File: config.mk
export PLATFORM = sky130hd
export DESIGN_NAME = lbk_train_seq
export DESIGN_NICKNAME = d
export VERILOG_FILES = /design/src/rtl/lbk_pkg.sv /design/src/rtl/lbk_hs_timer.sv /design/src/rtl/lbk_skp_pacer.sv /design/src/rtl/lbk_train_seq.sv
export SDC_FILE = /design/constraint.sdc
export NUM_CORES = 1
export LEC_CHECK = 0
export ABC_AREA = 1
export BUFFER_PORTS_ARGS = -buffer_cell sky130_fd_sc_hd__buf_2
export CORE_ASPECT_RATIO = 1.1
export CORE_MARGIN = 2
export CORE_UTILIZATION = 50
export DETAILED_ROUTE_END_ITERATION = 10
export GPL_TIMING_DRIVEN = 0
export PLACE_DENSITY = 0.67
export SYNTH_ARGS = -nofsm -noshare
export SYNTH_HDL_FRONTEND = slang
export SYNTH_SLANG_ARGS = --single-unit
File: constraint.sdc
create_clock -name clk -period 4.25 [get_ports clk]
set_input_delay 0.85 -clock clk [delete_from_list [all_inputs] [get_ports clk]]
set_output_delay 0.85 -clock clk [all_outputs]
set_load 0.01 [all_outputs]
File: src/rtl/lbk_pkg.sv
package lbk_pkg;

    typedef enum logic [3:0] {
        ST_IDLE, ST_WACT, ST_DLY, ST_HS, ST_TSEQ,
        ST_TS1, ST_TS2, ST_PAT, ST_EVAL, ST_DONE
    } seq_state_e;

    typedef enum logic [2:0] {
        BT_NONE = 3'd0,
        BT_TSEQ = 3'd1,
        BT_TS1  = 3'd2,
        BT_TS2L = 3'd3,
        BT_DATA = 3'd4,
        BT_SKP  = 3'd5
    } blk_type_e;

    localparam logic [2:0] FC_PASS    = 3'd0;
    localparam logic [2:0] FC_NO_LPBK = 3'd5;
    localparam logic [2:0] FC_ERRORS  = 3'd6;

endpackage

File: src/rtl/lbk_hs_timer.sv
module lbk_hs_timer #(
    parameter int TW = 12
) (
    input  logic          clk,
    input  logic          rst_n,
    input  logic          clr_i,
    input  logic [TW-1:0] limit_i,
    output logic          expired_o
);
    logic [TW-1:0] cnt_d, cnt_q;

    always_comb begin
        cnt_d = cnt_q;
        if (clr_i)
            cnt_d = '0;
        else if (cnt_q != limit_i)
            cnt_d = cnt_q + 1'b1;
    end

    always_ff @(posedge clk or negedge rst_n) begin
        if (!rst_n) cnt_q <= '0;
        else        cnt_q <= cnt_d;
    end

    assign expired_o = !clr_i && (cnt_q == limit_i);

    // the timer never passes the limit
    p_timer_bound_r4: assert property (@(posedge clk) disable iff (!rst_n)
        (!clr_i && cnt_q == limit_i && $stable(limit_i)) |=> (clr_i || cnt_q == $past(cnt_q)));
endmodule

File: src/rtl/lbk_skp_pacer.sv
module lbk_skp_pacer #(
    parameter int SKP_EVERY = 21
) (
    input  logic clk,
    input  logic rst_n,
    input  logic run_i,
    output logic skp_now_o
);
    localparam int GW = $clog2(SKP_EVERY + 1) + 1;

    logic [GW-1:0] gap_d, gap_q;

    always_comb begin
        gap_d = gap_q;
        if (!run_i || skp_now_o) gap_d = '0;
        else                     gap_d = gap_q + 1'b1;
    end

    always_ff @(posedge clk or negedge rst_n) begin
        if (!rst_n) gap_q <= '0;
        else        gap_q <= gap_d;
    end

    assign skp_now_o = run_i && (gap_q == GW'(SKP_EVERY));

    // a skip set is always followed by a data block or the end of the run
    p_no_double_skp_r7: assert property (@(posedge clk) disable iff (!rst_n)
        skp_now_o |=> !skp_now_o);
endmodule

File: src/rtl/lbk_train_seq.sv
module lbk_train_seq
    import lbk_pkg::*;
#(
    parameter int DELAY_CYC = 16000,
    parameter int TSEQ_N    = 524288,
    parameter int TS1_N     = 256,
    parameter int TS2_N     = 256,
    parameter int PAT_N     = 90909091,
    parameter int SKP_EVERY = 21,
    parameter int MAX_ERR   = 1,
    parameter int TW        = 12,
    parameter int EW        = 16
) (
    input  logic          clk,
    input  logic          rst_n,
    input  logic          start_i,
    input  logic          activity_i,
    input  logic [TW-1:0] tmo_limit_i,
    input  logic          hs_ack_i,
    input  logic          lpbk_i,
    input  logic [EW-1:0] err_cnt_i,
    output logic          hs_req_o,
    output logic [1:0]    hs_phase_o,
    output logic          blk_valid_o,
    output logic [2:0]    blk_type_o,
    output logic          done_o,
    output logic          pass_o,
    output logic [2:0]    fail_code_o
);
    localparam int CW = $clog2(TSEQ_N + TS1_N + TS2_N + PAT_N + DELAY_CYC + 1) + 1;

    typedef struct packed {
        seq_state_e    st;
        logic [1:0]    phase;
        logic [CW-1:0] cnt;
        logic          lb_seen;
        logic [2:0]    code;
    } seq_regs_t;

    seq_regs_t r_d, r_q;
    logic      tmo_hit, skp_now, in_pat, tmr_clr;

    assign in_pat  = (r_q.st == ST_PAT);
    assign tmr_clr = (r_q.st != ST_HS) || hs_ack_i;

    lbk_hs_timer #(.TW(TW)) i_timer (
        .clk(clk), .rst_n(rst_n), .clr_i(tmr_clr),
        .limit_i(tmo_limit_i), .expired_o(tmo_hit)
    );

    lbk_skp_pacer #(.SKP_EVERY(SKP_EVERY)) i_pacer (
        .clk(clk), .rst_n(rst_n), .run_i(in_pat), .skp_now_o(skp_now)
    );

    always_comb begin
        r_d = r_q;
        unique case (r_q.st)
            ST_IDLE, ST_DONE: if (start_i) begin
                r_d.st   = ST_WACT;
                r_d.code = FC_PASS;
            end
            ST_WACT: if (activity_i) begin
                r_d.st  = ST_DLY;
                r_d.cnt = '0;
            end
            ST_DLY: begin
                r_d.cnt = r_q.cnt + 1'b1;
                if (r_q.cnt == CW'(DELAY_CYC - 1)) begin
                    r_d.st    = ST_HS;
                    r_d.phase = 2'd0;
                    r_d.cnt   = '0;
                end
            end
            ST_HS: begin
                if (hs_ack_i) begin
                    r_d.phase = r_q.phase + 1'b1;
                    if (r_q.phase == 2'd3) r_d.st = ST_TSEQ;
                end else if (tmo_hit) begin
                    r_d.st   = ST_DONE;
                    r_d.code = {1'b0, r_q.phase} + 3'd1;
                end
            end
            ST_TSEQ: begin
                r_d.cnt = r_q.cnt + 1'b1;
                if (r_q.cnt == CW'(TSEQ_N - 1)) begin
                    r_d.st  = ST_TS1;
                    r_d.cnt = '0;
                end
            end
            ST_TS1: begin
                r_d.cnt = r_q.cnt + 1'b1;
                if (r_q.cnt == CW'(TS1_N - 1)) begin
                    r_d.st  = ST_TS2;
                    r_d.cnt = '0;
                end
            end
            ST_TS2: begin
                r_d.cnt = r_q.cnt + 1'b1;
                if (r_q.cnt == CW'(TS2_N - 1)) begin
                    r_d.st      = ST_PAT;
                    r_d.cnt     = '0;
                    r_d.lb_seen = 1'b0;
                end
            end
            ST_PAT: begin
                if (lpbk_i) r_d.lb_seen = 1'b1;
                if (!skp_now) begin
                    r_d.cnt = r_q.cnt + 1'b1;
                    if (r_q.cnt == CW'(PAT_N - 1)) r_d.st = ST_EVAL;
                end
            end
            ST_EVAL: begin
                r_d.st = ST_DONE;
                if (!r_q.lb_seen)                     r_d.code = FC_NO_LPBK;
                else if (err_cnt_i > EW'(MAX_ERR))    r_d.code = FC_ERRORS;
                else                                  r_d.code = FC_PASS;
            end
            default: r_d.st = ST_IDLE;
        endcase
    end

    always_ff @(posedge clk or negedge rst_n) begin
        if (!rst_n) begin
            r_q.st      <= ST_IDLE;
            r_q.phase   <= '0;
            r_q.cnt     <= '0;
            r_q.lb_seen <= 1'b0;
            r_q.code    <= FC_PASS;
        end else begin
            r_q <= r_d;
        end
    end

    always_comb begin
        blk_valid_o = 1'b1;
        unique case (r_q.st)
            ST_TSEQ: blk_type_o = BT_TSEQ;
            ST_TS1:  blk_type_o = BT_TS1;
            ST_TS2:  blk_type_o = BT_TS2L;
            ST_PAT:  blk_type_o = skp_now ? BT_SKP : BT_DATA;
            default: begin
                blk_type_o  = BT_NONE;
                blk_valid_o = 1'b0;
            end
        endcase
    end

    assign hs_req_o    = (r_q.st == ST_HS);
    assign hs_phase_o  = r_q.phase;
    assign done_o      = (r_q.st == ST_DONE);
    assign pass_o      = done_o && (r_q.code == FC_PASS);
    assign fail_code_o = done_o ? r_q.code : 3'd0;

    // phase stays or steps up by one while requesting
    p_phase_order_r3: assert property (@(posedge clk) disable iff (!rst_n)
        (hs_req_o && $past(hs_req_o)) |-> (hs_phase_o == $past(hs_phase_o) + 2'd1 ||
                                           hs_phase_o == $past(hs_phase_o)));
    // an unanswered expired request ends the run with a failing verdict
    p_timeout_fail_r4: assert property (@(posedge clk) disable iff (!rst_n)
        (hs_req_o && tmo_hit && !hs_ack_i) |=> (done_o && !pass_o && fail_code_o != 3'd0));
    // handshake and block emission never overlap
    p_no_overlap_r5: assert property (@(posedge clk) disable iff (!rst_n)
        !(hs_req_o && blk_valid_o));
    // a pass is only reported when finished
    p_pass_done_r8: assert property (@(posedge clk) disable iff (!rst_n)
        pass_o |-> (done_o && fail_code_o == 3'd0));
    // verdict holds while no start arrives
    p_verdict_hold_r9: assert property (@(posedge clk) disable iff (!rst_n)
        (done_o && !start_i) |=> (done_o && $stable(fail_code_o)));
endmodule

== Word-level counts from Yosys, hierarchy flattened ==
Index checks and enable logic that the tools add are counted.
Storage, ports and cells
  flip-flop bits (word level): 56
  bits of input ports: 34
  output and inout bits: 12
  word-level logic and storage cells: 101
Operators by class
  $add $sub $neg: 5
  magnitude comparators: 1
  equal/unequal tests: 32
  muxes and demuxes: 35
  reduce and logical (&&, ||, !) cells: 21
Operators with widths (count)
  28-bit one-hot mux with 6 select lines: 1
  28-bit two-way mux: 4
  4-bit two-way mux: 10
  4-bit one-hot mux with 9 select lines: 1
  34-bit two-way mux: 1
  29-bit two-way mux: 1
  28-bit by 1-bit adder with 28-bit output, second input constant: 1
  28-bit by 14-bit equality test with 1-bit output, second input constant: 1
  28-bit by 19-bit equality test with 1-bit output, second input constant: 1
  28-bit by 27-bit equality test with 1-bit output, second input constant: 1
  28-bit by 8-bit equality test with 1-bit output, second input constant: 1
  12-bit two-way mux: 2
  2-bit inequality test, second input constant: 11
  3-bit two-way mux: 6
  4-bit by 3-bit equality test with 1-bit output, second input constant: 4
  16-bit by 1-bit greater-than comparator with 1-bit output, second input constant: 1
  12-bit by 1-bit adder with 12-bit output, second input constant: 1
  12-bit equality test: 1
  12-bit inequality test: 1
  3-bit one-hot mux with 4 select lines: 1
  10-bit AND reduction: 1
  3-bit one-hot mux with 3 select lines: 1
  3-bit AND reduction: 3
  4-bit by 2-bit equality test with 1-bit output, second input constant: 2
  26 further kinds: 36

== Longest topological paths before layout ==
Gate-level depths: netlist of the first run.
  depth in word-level cells: 7
  gate-level depth with buffers: 14
  depth with buffers taken out: 12

== Cells and area by module ==
A second synthesis of the first run with hierarchy kept.
Second synthesis, totals
  cells, all modules: 742
  area, all modules: 4648.2 µm²
Modules (own cells, without submodules)
  lbk_train_seq: times used 1, cells an instance 525, area an instance 3254.4 µm², seq. area each 950.9 µm²
  lbk_hs_timer: times used 1, cells an instance 179, area an instance 1056.0 µm², seq. area each 300.3 µm²
  lbk_skp_pacer: times used 1, cells an instance 38, area an instance 337.8 µm², seq. area each 150.1 µm²

== Worst setup path before layout of the first run ==
No wires, ideal clock.
  kind: register to output
  start point: register r_q[35] (netlist name)
  end point: output port pass_o
  arrival time: 1158 ps
  data required time: 3400 ps
  setup slack: 2242 ps
  cell stages (with the launch flop): 5
  buffers on the path: 1
  cell sequence: dfrtp_1 -> buf_2 -> nor2_1 -> nand2_1 -> nor4_1
Between the ends
  word-level cells in the longest chain between the ends: 2
Ends and longest elaborated chain
  from (decl): line lbk_train_seq.sv:40  | seq_regs_t r_d, r_q;
  from (signal assigned): line lbk_train_seq.sv:130  | r_q <= r_d;
  4-bit equality test: line lbk_train_seq.sv:150  | assign done_o = (r_q.st == ST_DONE);
  1-bit logical AND: line lbk_train_seq.sv:151  | assign pass_o = done_o && (r_q.code == FC_PASS);
  to (decl): line lbk_train_seq.sv:27  | output logic pass_o,
No other way between the ends.

== Worst setup path after layout of the first run ==
Ends and elaborated chain as after synthesis.

==> results.ini, run 1 <==
[detailed_routing]
routed_wl_um = 8990
first_pass_iters = 4
wl_per_cell_um = 12.3
vias_per_cell = 4.97
drt_iter0_drc = 129
detail_route.drc_violations = 0
ant_nets = 0
num_vias = 3633

[die]
fp.dieArea_um2 = 8420
die_w_um = 87.7
rows = 33
io_pins = 46
start_util_pct = 51.5
fp.dieH_um = 96.0
core_um2 = 7470

[pwr]
peakVddDrop_mv = 0.202
clkPwrFrac_pct = 17.6
p_per_area_nw_per_um2 = 391
intPower_mw = 0.932
p_comb_share_pct = 45.2
seq_power_share_pct = 37.3
swShare_pct = 44.4
p_switching_mw = 0.745
p_leak_nw = 2.03

[worst_setup_path]
rrSetupSlack_ns = 2.05
crit_type = reg2out
cp.arrival_ns = 1.67
cp_max_fo = 8
required_ns = 3.40
cp-end-kind = output pin
cp-start-kind = register

[timing]
slew_headroom_pct = 51.1
tns_ns = 0
layout_min_cycle_time_ns = 2.52
finalHoldViolations = 0
tightest_slew_ns = 0.733
max_freq_mhz = 396
finalCritPeriodShare_pct = 59.4
fin_skew_ns = 0.0105
grt_setup_unrepaired = no
setup_viol = 0
slew_violations = 0

[synthesis]
ys_types = 32
ys_ff_latch = 56
ys_seq_area_share_pct = 36.4
synth-edff-count = 0
synthFlopType = dfrtp_1
ys_warn_count = 0
syn_nets = 615
syn_avg_cell_area_um2 = 6.69
syn-instance-count = 575
syn_area_um2 = 3850
async_reset_ff_share_pct = 100

[layout]
final_common_cell = nand2_1
drive_above_1_share_pct = 12.8
most-common-layout-cells = 166 x nand2_1, 106 x nor2_1, 72 x inv_1
fillers = 739
multiInputGateArea_um2 = 2110
post-route-util_pct = 57.3
syn_to_final_growth_pct = 11.3
antenna_cells = 0
final-seq-area_um2 = 1400
nNetsFinal = 666

[clocking]
worstSkewPairLatency_ns = 0.32
cts_buffers = 5
post-cts-setup-buffer-count = 0
clockBufferDepth = 2
clkSlewWorstSetupHoldPaths_ns = 0.11
cts_root_buffer = clkbuf_8
cts_resized = 0
cts.sinks = 56
htreeDepth = 2
cts_hold_buf = 0
cts_tree = done

[grt]
overflow = 0
antenna_found_initial = 0
grt_pass1_wl_um = 15300
first_global_vias = 3454
grt_use_total_pct = 22.8
grt_max_degree = 57

[place]
hpwl_um = 6910
routabilityCongestion = 0.914
portBuffers = 44

[job]
drv_cap = 0

[run_status]
status = finished, final reports clean

[worst_hold_path]
min_path_type = reg2reg

## path summary, 6_finish.rpt
path / from / endpoint / cells after the start
worst min register to register: i_pacer.gap_q[0]$_DFF_PN0_ / i_pacer.gap_q[0]$_DFF_PN0_ / 1
worst min-delay path: i_pacer.gap_q[0]$_DFF_PN0_ / i_pacer.gap_q[0]$_DFF_PN0_ / 1
min in group asynchronous: rst_n / i_timer.cnt_q[10]$_DFFE_PN0N_ / 1
worst max register to register: r_q[5]$_DFFE_PN0P_ / r_q[19]$_DFFE_PN0P_ / 13
worst max-delay path: r_q[35]$_DFFE_PN0P_ / pass_o / 5
max in group asynchronous: rst_n / r_q[30]$_DFFE_PN0P_ / 1
## final cells by class
type,instances,share of cell area (%)
Buffer,7,1.08
Clock buffer,5,1.61
Clock inverter,2,0.292
Inverter,78,6.83
Multi-Input combinational cell,434,49.2
Sequential cell,56,32.7
Tap cell,105,3.07
Timing Repair Buffer,44,5.20
## power groups by stage
stage                     Combinational [mW]  Sequential (mW)  Clock (mW)
after floorplan                        0.555            0.623           0
after CTS                              0.766            0.624       0.302
after detailed placement               0.764            0.634           0
final                                  0.757            0.625       0.294
after global placement                 0.756            0.633           0
after global routing                   0.856            0.631       0.324
## flip-flops by register name, indices dropped and copies added (netlist names)
name / count
i_pacer.gap_q: 6
i_timer.cnt_q: 12
hs_phase_o: 2
r_q: 36
## through the flow
step	power [mW]	hold WS [ns]	cell area [µm²]	worst slack [ns]	cells
detailed placement	1.40	0.484	4200	1.80	724
global route	1.81	0.555	4280	1.60	731
finish	1.68	0.496	4280	1.73	731
global placement	1.39	0.482	4200	1.83	724
floorplan	1.18	0.461	3850	2.24	575
CTS	1.69	0.498	4280	1.75	731
## Yosys cell counts (2+ instances only)
cell type  instances  area (µm²)
a21oi_1           12        60.1
buf_2              4        20.0
buf_4              2        15.0
dfrtp_1           56        1400
ha_1               6        75.1
inv_1             72         270
inv_2              6        22.5
nand2_1          166         623
nand2_2            4        25.0
nand3_1           28         140
nand4_1           12        75.1
nor2_1           106         398
nor2_2             7        43.8
nor2_8             2        40.0
nor3_1            17        85.1
nor3b_1            2        15.0
nor4_1             5        31.3
o21a_1             2        15.0
o21ai_0           18        90.1
o21ai_1            4        20.0
o22ai_1            4        25.0
o31ai_1            3        22.5
xnor2_1            9        78.8
xor2_1            20         175
## critical path, stage by stage, from the launching register on
cell	delay [ns]
dfrtp_1	0.38
buf_2	0.16
nor2_1	0.22
nand2_1	0.22
nor4_1	0.20
buf_2	0.17
## routing by layer
metal / wire [µm] / vias up / GRT usage, %
met3: 235 / 11 / 3.26
met5: 0 / - / 0
li1: - / 1909 / -
met2: 4610 / 47 / 42.6
met4: 98 / 0 / 5.51
met1: 4050 / 1666 / 27.4
## kinds of logic (layout without fill, tap and decap cells)
kind of cell,count (synthesis),count (layout),share of synthesized area (%)
AND/OR/NAND/NOR,353,353,39.6
buffers and inverters,85,136,8.81
flip-flops,56,56,36.4
AO/OA/AOI/OAI,46,46,6.63
XOR/XNOR,29,29,6.60
adder cells (fa/ha/maj),6,6,1.95
Power figures use the tool's default switching activity.
==> run 2: changes to the inputs <==
--- a/config.mk
+++ b/config.mk
@@ -5,14 +5,14 @@
 export SDC_FILE = /design/constraint.sdc
 export NUM_CORES = 1
 export LEC_CHECK = 0
-export ABC_AREA = 1
+export ABC_AREA = 0
 export BUFFER_PORTS_ARGS = -buffer_cell sky130_fd_sc_hd__buf_2
 export CORE_ASPECT_RATIO = 1.1
 export CORE_MARGIN = 2
 export CORE_UTILIZATION = 50
 export DETAILED_ROUTE_END_ITERATION = 10
 export GPL_TIMING_DRIVEN = 0
-export PLACE_DENSITY = 0.67
+export PLACE_DENSITY = 0.7
 export SYNTH_ARGS = -nofsm -noshare
 export SYNTH_HDL_FRONTEND = slang
 export SYNTH_SLANG_ARGS = --single-unit
==> constraint.sdc (replaced) <==
create_clock -name clk -period 2.2 [get_ports clk]
set_input_delay 0.44 -clock clk [delete_from_list [all_inputs] [get_ports clk]]
set_output_delay 0.44 -clock clk [all_outputs]
set_load 0.01 [all_outputs]
==> run 2 against run 1 <==
Compared with the run above: the flow now finishes with violations (setup timing); worst hold slack worse by 0.32 ns; via count is 2.3% lower; final cell count is 19% lower; highest routed layer unchanged.
==> results.ini, run 2 <==
[run_status]
status = complete, but fails checks
violations = setup timing

[worst_setup_path]
reg2reg_from = i_pacer.gap_q[0]$_DFF_PN0_
crit_cells = 9  ; +4
rrSetupSlack_ns = -0.25  ; -2.30 ns
cp_slowest_cell = dfrtp_2
crit_type = reg2reg
cp_num_buf_inv = 2  ; unchanged
timing.rr.end = r_q[35]$_DFFE_PN0P_
slowest_delay_ns = 0.46  ; +0.08 ns
crit_start = i_pacer.gap_q[0]$_DFF_PN0_
r2r_cells = 9  ; -4
required_ns = 2.39  ; -1.01 ns
cp_max_fo = 4  ; -4
cp_top_family = compound AO/OA/AOI/OAI gates
cp-end-kind = register
cp.arrival_ns = 2.64  ; +0.97 ns
cp-start-kind = register
crit_path_end = r_q[35]$_DFFE_PN0P_
path_cells = ha_4 -> nand4b_1 -> buf_4 -> o211ai_1 -> o31ai_2 -> o211ai_4 -> buf_6 -> o41ai_4 -> o31ai_1

[synthesis]
syn-instance-count = 409  ; -29%
ys_types = 61  ; +91%
synth_area_leader_cell = dfrtp_1
yosysTopAreaCellShare_pct = 39.2  ; +2.8 points
syn_nets = 449  ; -27%
ys_seq_area_share_pct = 39.2  ; +2.8 points
yosysMostFrequentCell = nor2_1
syn_area_um2 = 3580  ; -7.1%
synth-edff-count = 0  ; unchanged
ys_ff_latch = 56  ; unchanged
synthTopCellsByArea = dfrtp_1 39%, nor2_1 6.2%, xnor2_1 5.9%
async_reset_ff_share_pct = 100  ; unchanged
yosys-top-cells-count = 59 x nor2_1, 56 x dfrtp_1, 29 x nand2_1, 24 x xnor2_1, 20 x nand3_1
synthFlopType = dfrtp_1
syn_avg_cell_area_um2 = 8.75  ; +31%
ys_warn_count = 0  ; unchanged

[pwr]
peakVddDrop_mv = 0.765  ; +280%
p_leak_nw = 2.00  ; -1.3%
p_per_area_nw_per_um2 = 922  ; +140%

[die]
core_um2 = 6970  ; -6.8%
die_w_um = 84.6  ; -3.4%
fp.dieH_um = 92.7  ; -3.4%
start_util_pct = 51.3  ; -0.15 points
io_pins = 46  ; unchanged
rows = 32  ; -3.0%
fp.dieArea_um2 = 7850  ; -6.8%

[place]
placed_area_um2 = 3970  ; -5.5%
routabilityCongestion = 0.864  ; -5.5%
hpwl_um = 6350  ; -8.2%
portBuffers = 44  ; unchanged

[layout]
antenna_cells = 0  ; unchanged
final_area_um2 = 4900  ; +14%
top_regs = r_q: 36 flops, i_timer.cnt_q: 12 flops, i_pacer.gap_q: 6 flops
syn_to_final_growth_pct = 37.0
top_register = r_q
final_common_cell = nor2_1
drive_above_1_share_pct = 38.4  ; +26 points
nNetsFinal = 544  ; -18%
largest_register_ffs = 36  ; unchanged
most-common-layout-cells = 48 x nor2_1, 46 x buf_2, 43 x dfrtp_1

[grt]
grt_pass1_wl_um = 16000  ; +5.2%
first_global_vias = 3421  ; -0.96%
grt_use_total_pct = 25.2  ; +2.4 points
overflow = 0  ; unchanged
antenna_found_initial = 0  ; unchanged
grt_max_degree = 57  ; unchanged

[timing]
layout_min_cycle_time_ns = 2.45
max_freq_mhz = 408
slew_headroom_pct = 52.1  ; +0.92 points
slew_violations = 0  ; unchanged
worst_slack_ns = -0.249  ; -1.98 ns
finalHoldViolations = 0  ; unchanged
fin_skew_ns = 0.00760  ; -0.00293 ns
setup_viol = 34  ; +34
tns_ns = -5.05  ; -5.05 ns
tightest_slew_ns = 0.719  ; -0.0139 ns
grt_setup_unrepaired = yes
finalCritPeriodShare_pct = 111

[clocking]
cts_tree = done
cts_buffers = 5  ; unchanged
clockBufferDepth = 2  ; unchanged
cts_root_buffer = clkbuf_8
htreeDepth = 2  ; unchanged
worstSkewPairLatency_ns = 0.32  ; about the same
cts.sinks = 56  ; unchanged
clkSlewWorstSetupHoldPaths_ns = 0.11  ; about the same

[detailed_routing]
detail_route.drc_violations = 0  ; unchanged
num_vias = 3549  ; -2.3%
wl_per_cell_um = 17.5  ; +42%
first_pass_iters = 4  ; unchanged
drt_iter0_drc = 233  ; +81%
ant_nets = 0  ; unchanged
vias_per_cell = 6.02  ; +21%
routed_wl_um = 10300  ; +15%

[worst_hold_path]
min_path_type = in2async

[job]
drv_cap = 0  ; unchanged

[run 2: cell types whose count changed after synthesis, moves of 11 or more]
| cell | before | now |
|---|---|---|
| nand2_1 | 166 | 29 |
| inv_1 | 72 | 11 |
| nor2_1 | 106 | 59 |
| xnor2_1 | 9 | 24 |
| and2_1 | 0 | 12 |
| clkbuf_1 | 0 | 11 |
[run 2: cells by family (layout without fill, tap and decap cells)]
| group | after synthesis | after routing | synth area share, % |
|---|---|---|---|
| buffers and inverters | 27 | 123 | 3.29 |
| DFF | 56 | 56 | 39.2 |
| and+or+nand+nor | 202 | 202 | 30.2 |
| AOI/OAI and AO/OA | 72 | 72 | 13.9 |
| adders and majority gates | 6 | 6 | 2.10 |
| muxes | 4 | 4 | 1.15 |
| xor gates and xnor gates | 42 | 42 | 10.3 |
[run 2: worst min path at each step]
stage | from | endpoint | cells after the start
3_5_place_dp | i_pacer.gap_q[0]$_DFF_PN0_ | i_pacer.gap_q[0]$_DFF_PN0_ | 1
6_report | rst_n | r_q[28]$_DFFE_PN0P_ | 1
3_3_place_gp | i_pacer.gap_q[0]$_DFF_PN0_ | i_pacer.gap_q[0]$_DFF_PN0_ | 1
5_1_grt | rst_n | r_q[24]$_DFFE_PN0P_ | 1
4_1_cts | lpbk_i | r_q[3]$_DFFE_PN0P_ | 3
2_1_floorplan | rst_n | hs_phase_o[0]$_DFFE_PN0P_ | 0
[run 2: what timing repair did]
action                                  4_1_cts  5_1_grt
gates resized for setup                      56       59
hold buffers                                  0        0
pin swaps                                    21       21
endpoints found under the setup margin       45       42
gates cloned                                  1        0
setup buffers                                33       15
[run 2: through the flow]
step	setup WS, ns	cells	util [%]	hold WS (ns)	total power, mW
after detailed placement	-0.586	538	57.0	0.498	2.81
after CTS	-0.158	579	65.9	0.401	4.16
final	-0.249	590	70.4	0.175	4.52
after global routing	-0.297	590	70.4	0.238	4.75
after global placement	-0.539	538	57.0	0.484	2.77
after floorplan	-0.119	409	-	0.144	2.38
[run 2: area by class of cell]
class	count	area [µm²]
Timing Repair Buffer	93	667
Clock buffer	5	68.8
Multi-Input combinational cell	326	2490
Clock inverter	3	47.5
Tap cell	85	106
Sequential cell	56	1420
Buffer	11	60.1
Inverter	11	45.0
Fill cell	517	2060
[run 2: metal layers]
layer	vias to the layer above	share of wire (%)	track usage, %
li1	1670	-	-
met1	1716	41	30.6
met2	123	51	43.2
met3	40	4.2	4.01
met4	0	4.0	12.7
met5	-	0	0
[run 2: worst register-to-register path, stage by stage (launching register included)]
cell	delay, ns
dfrtp_2	0.46
ha_4	0.17
nand4b_1	0.23
buf_4	0.17
o211ai_1	0.11
o31ai_2	0.37
o211ai_4	0.16
buf_6	0.16
o41ai_4	0.32
o31ai_1	0.17
[run 2: report_power, final]
part / internal [mW] / switching, mW / leakage, nW
clock: 0.344 / 0.369 / 0.0583
combinational: 1.10 / 1.43 / 1.20
sequential: 1.14 / 0.132 / 0.746
total: 2.59 / 1.93 / 2.00
==> run 3: changes to the inputs <==
--- a/config.mk
+++ b/config.mk
@@ -12,7 +12,7 @@
 export CORE_UTILIZATION = 50
 export DETAILED_ROUTE_END_ITERATION = 10
 export GPL_TIMING_DRIVEN = 0
-export PLACE_DENSITY = 0.7
+export PLACE_DENSITY = 0.68
 export SYNTH_ARGS = -nofsm -noshare
 export SYNTH_HDL_FRONTEND = slang
 export SYNTH_SLANG_ARGS = --single-unit
==> constraint.sdc (replaced) <==
create_clock -name clk -period 3.14 [get_ports clk]
set_input_delay 0.628 -clock clk [delete_from_list [all_inputs] [get_ports clk]]
set_output_delay 0.628 -clock clk [all_outputs]
set_load 0.01 [all_outputs]
==> run 3 against run 2 <==
Compared with the run above: the flow now finishes without violations; total power fell by 46%; worst hold slack improved by 0.19 ns; fmax decreased by 14%; non-clock buffer count fell by 41; global-route usage decreased by 3.1 points; first-iteration DRC count is 35% lower; sequential power shrank 32%; clock power shrank 28%; flip-flop and latch count unchanged; largest power group unchanged.
==> results.ini, run 3 (same netlist as run 2, synthesis figures left out) <==
[worst_setup_path]
rrSetupSlack_ns = 0.29  ; +0.54 ns
cp-end-kind = register
cp-start-kind = register
cp_max_fo = 6  ; +2
crit_type = reg2reg
timing.rr.end = r_q[34]$_DFFE_PN0P_
required_ns = 3.34  ; +0.95 ns
reg2reg_from = r_q[4]$_DFFE_PN0P_
r2r_cells = 8  ; -1
cp.arrival_ns = 3.05  ; +0.41 ns

[die]
fp.dieArea_um2 = 7850  ; unchanged
core_um2 = 6970  ; unchanged
fp.dieH_um = 92.7  ; unchanged
die_w_um = 84.6  ; unchanged
start_util_pct = 51.3  ; unchanged
rows = 32  ; unchanged
io_pins = 46  ; unchanged

[clocking]
worstSkewPairLatency_ns = 0.32  ; about the same
cts_tree = done
clockBufferDepth = 2  ; unchanged
cts.sinks = 56  ; unchanged
htreeDepth = 2  ; unchanged
clkSlewWorstSetupHoldPaths_ns = 0.11  ; about the same
cts_hold_buf = 0  ; unchanged
cts_buffers = 5  ; unchanged
cts_root_buffer = clkbuf_8

[grt]
grt_pass1_wl_um = 14200  ; -12%
grt_use_total_pct = 22.1  ; -3.1 points
grt_max_degree = 57  ; unchanged
antenna_found_initial = 0  ; unchanged
first_global_vias = 3097  ; -9.5%
overflow = 0  ; unchanged

[timing]
slew_headroom_pct = 34.1  ; -18 points
fin_skew_ns = 0.00608  ; -0.00152 ns
finalHoldViolations = 0  ; unchanged
worst_slack_ns = 0.291  ; +0.540 ns
fin_hold_ws_ns = 0.363  ; +0.188 ns
layout_min_cycle_time_ns = 2.85  ; +0.400 ns
grt_setup_unrepaired = no
setup_viol = 0  ; -100%
slew_violations = 0  ; unchanged
tns_ns = 0  ; +5.05 ns
tightest_slew_ns = 0.987  ; +0.268 ns
finalCritPeriodShare_pct = 90.7  ; -21 points
max_freq_mhz = 351  ; -14%

[detailed_routing]
first_pass_iters = 4  ; unchanged
drt_iter0_drc = 151  ; -35%
routed_wl_um = 8510  ; -18%
num_vias = 3234  ; -8.9%
wl_per_cell_um = 15.5  ; -11%
vias_per_cell = 5.89  ; -2.1%
detail_route.drc_violations = 0  ; unchanged
ant_nets = 0  ; unchanged

[pwr]
p_total_mw = 2.45  ; -46%
p_per_area_nw_per_um2 = 605  ; -34%
peakVddDrop_mv = 0.378  ; -51%
p_leak_nw = 1.73  ; -14%

[layout]
final_common_cell = nor2_1
syn_to_final_growth_pct = 13.3
final_cells = 549  ; -6.9%
fillers = 639  ; +24%
top_register = r_q
top_regs = r_q: 36 flops, i_timer.cnt_q: 12 flops, i_pacer.gap_q: 6 flops
most-common-layout-cells = 59 x nor2_1, 56 x dfrtp_1, 45 x buf_2
drive_above_1_share_pct = 16.4  ; -22 points
largest_register_ffs = 36  ; unchanged
antenna_cells = 0  ; unchanged
nNetsFinal = 503  ; -7.5%

[place]
portBuffers = 44  ; unchanged
routabilityCongestion = 0.853  ; -1.2%
placedCellCount = 539  ; +0.19%
hpwl_um = 6270  ; -1.1%
post-place-ws_ns = 0.212  ; +0.799 ns

[job]
drv_cap = 0  ; unchanged

[run_status]
status = finished, final reports clean

[worst_hold_path]
min_path_type = in2async

## run 3: cell count changes in the layout (fill, tap and decap cells not counted), sizes merged
cell	change
inv	+1
buf	-47
clkinvlp	-1
clkinv	-1
clkbuf	+7
## run 3: area by class of cell
class	count	area [µm²]	area share [%]
multi-input cells	326	2060	50.9
flip-flops and latches	56	1400	34.6
repair buffers	47	243	5.99
well taps	85	106	2.63
clock buffers	6	82.6	2.04
plain buffers	16	76.3	1.88
inverters	11	41.3	1.02
clock inverters	2	38.8	0.957
## run 3: timing repair
| item | in CTS | in global routing |
|---|---|---|
| setup endpoints to repair | 0 | 19 |
| buffers inserted | 0 | 2 |
| resized for setup | 0 | 1 |
## run 3: metal layers
metal	share of wire, %	GRT usage [%]	up-vias	wire (µm)
li1	-	-	1582	-
met1	43	28.5	1528	3650
met2	49	38.7	107	4210
met3	5.7	2.58	17	481
met4	2.0	7.28	0	170
met5	0	0	-	0
## run 3: how the worst max path moves through the flow
stage / startpoint / endpoint / slack, ns / depth (start not counted)
global placement: r_q[4]$_DFFE_PN0P_ / r_q[13]$_DFFE_PN0P_ / 0.20 / 7
floorplan: r_q[4]$_DFFE_PN0P_ / r_q[34]$_DFFE_PN0P_ / 0.64 / 7
CTS: r_q[4]$_DFFE_PN0P_ / r_q[11]$_DFFE_PN0P_ / 0.19 / 7
detailed placement: r_q[4]$_DFFE_PN0P_ / r_q[18]$_DFFE_PN0P_ / 0.21 / 8
finish: r_q[4]$_DFFE_PN0P_ / r_q[34]$_DFFE_PN0P_ / 0.29 / 8
global route: r_q[24]$_DFFE_PN0P_ / r_q[21]$_DFFE_PN0P_ / 0.08 / 7
## run 3: through the flow
| stage | utilization [%] | cell area [µm²] |
|---|---|---|
| after detailed placement | 56.1 | 3910 |
| after CTS | 57.8 | 4030 |
| after floorplan | - | 3580 |
| final | 58.2 | 4050 |
| after global routing | 58.2 | 4050 |
| after global placement | 56.0 | 3900 |
## run 3: report_power, final
part           internal [mW]  total (mW)  switching [mW]
Combinational          0.395        1.07           0.678
Clock                  0.261       0.515           0.253
Sequential             0.796       0.865          0.0689
## run 3: critical path: stages, from the launching register on
cell and delay (ns):
dfrtp_1 0.41, ha_1 0.28, nand3_1 0.19, or3_1 0.47
nor4_4 0.31, buf_4 0.20, o211ai_2 0.14, or2_4 0.31
o41a_1 0.42
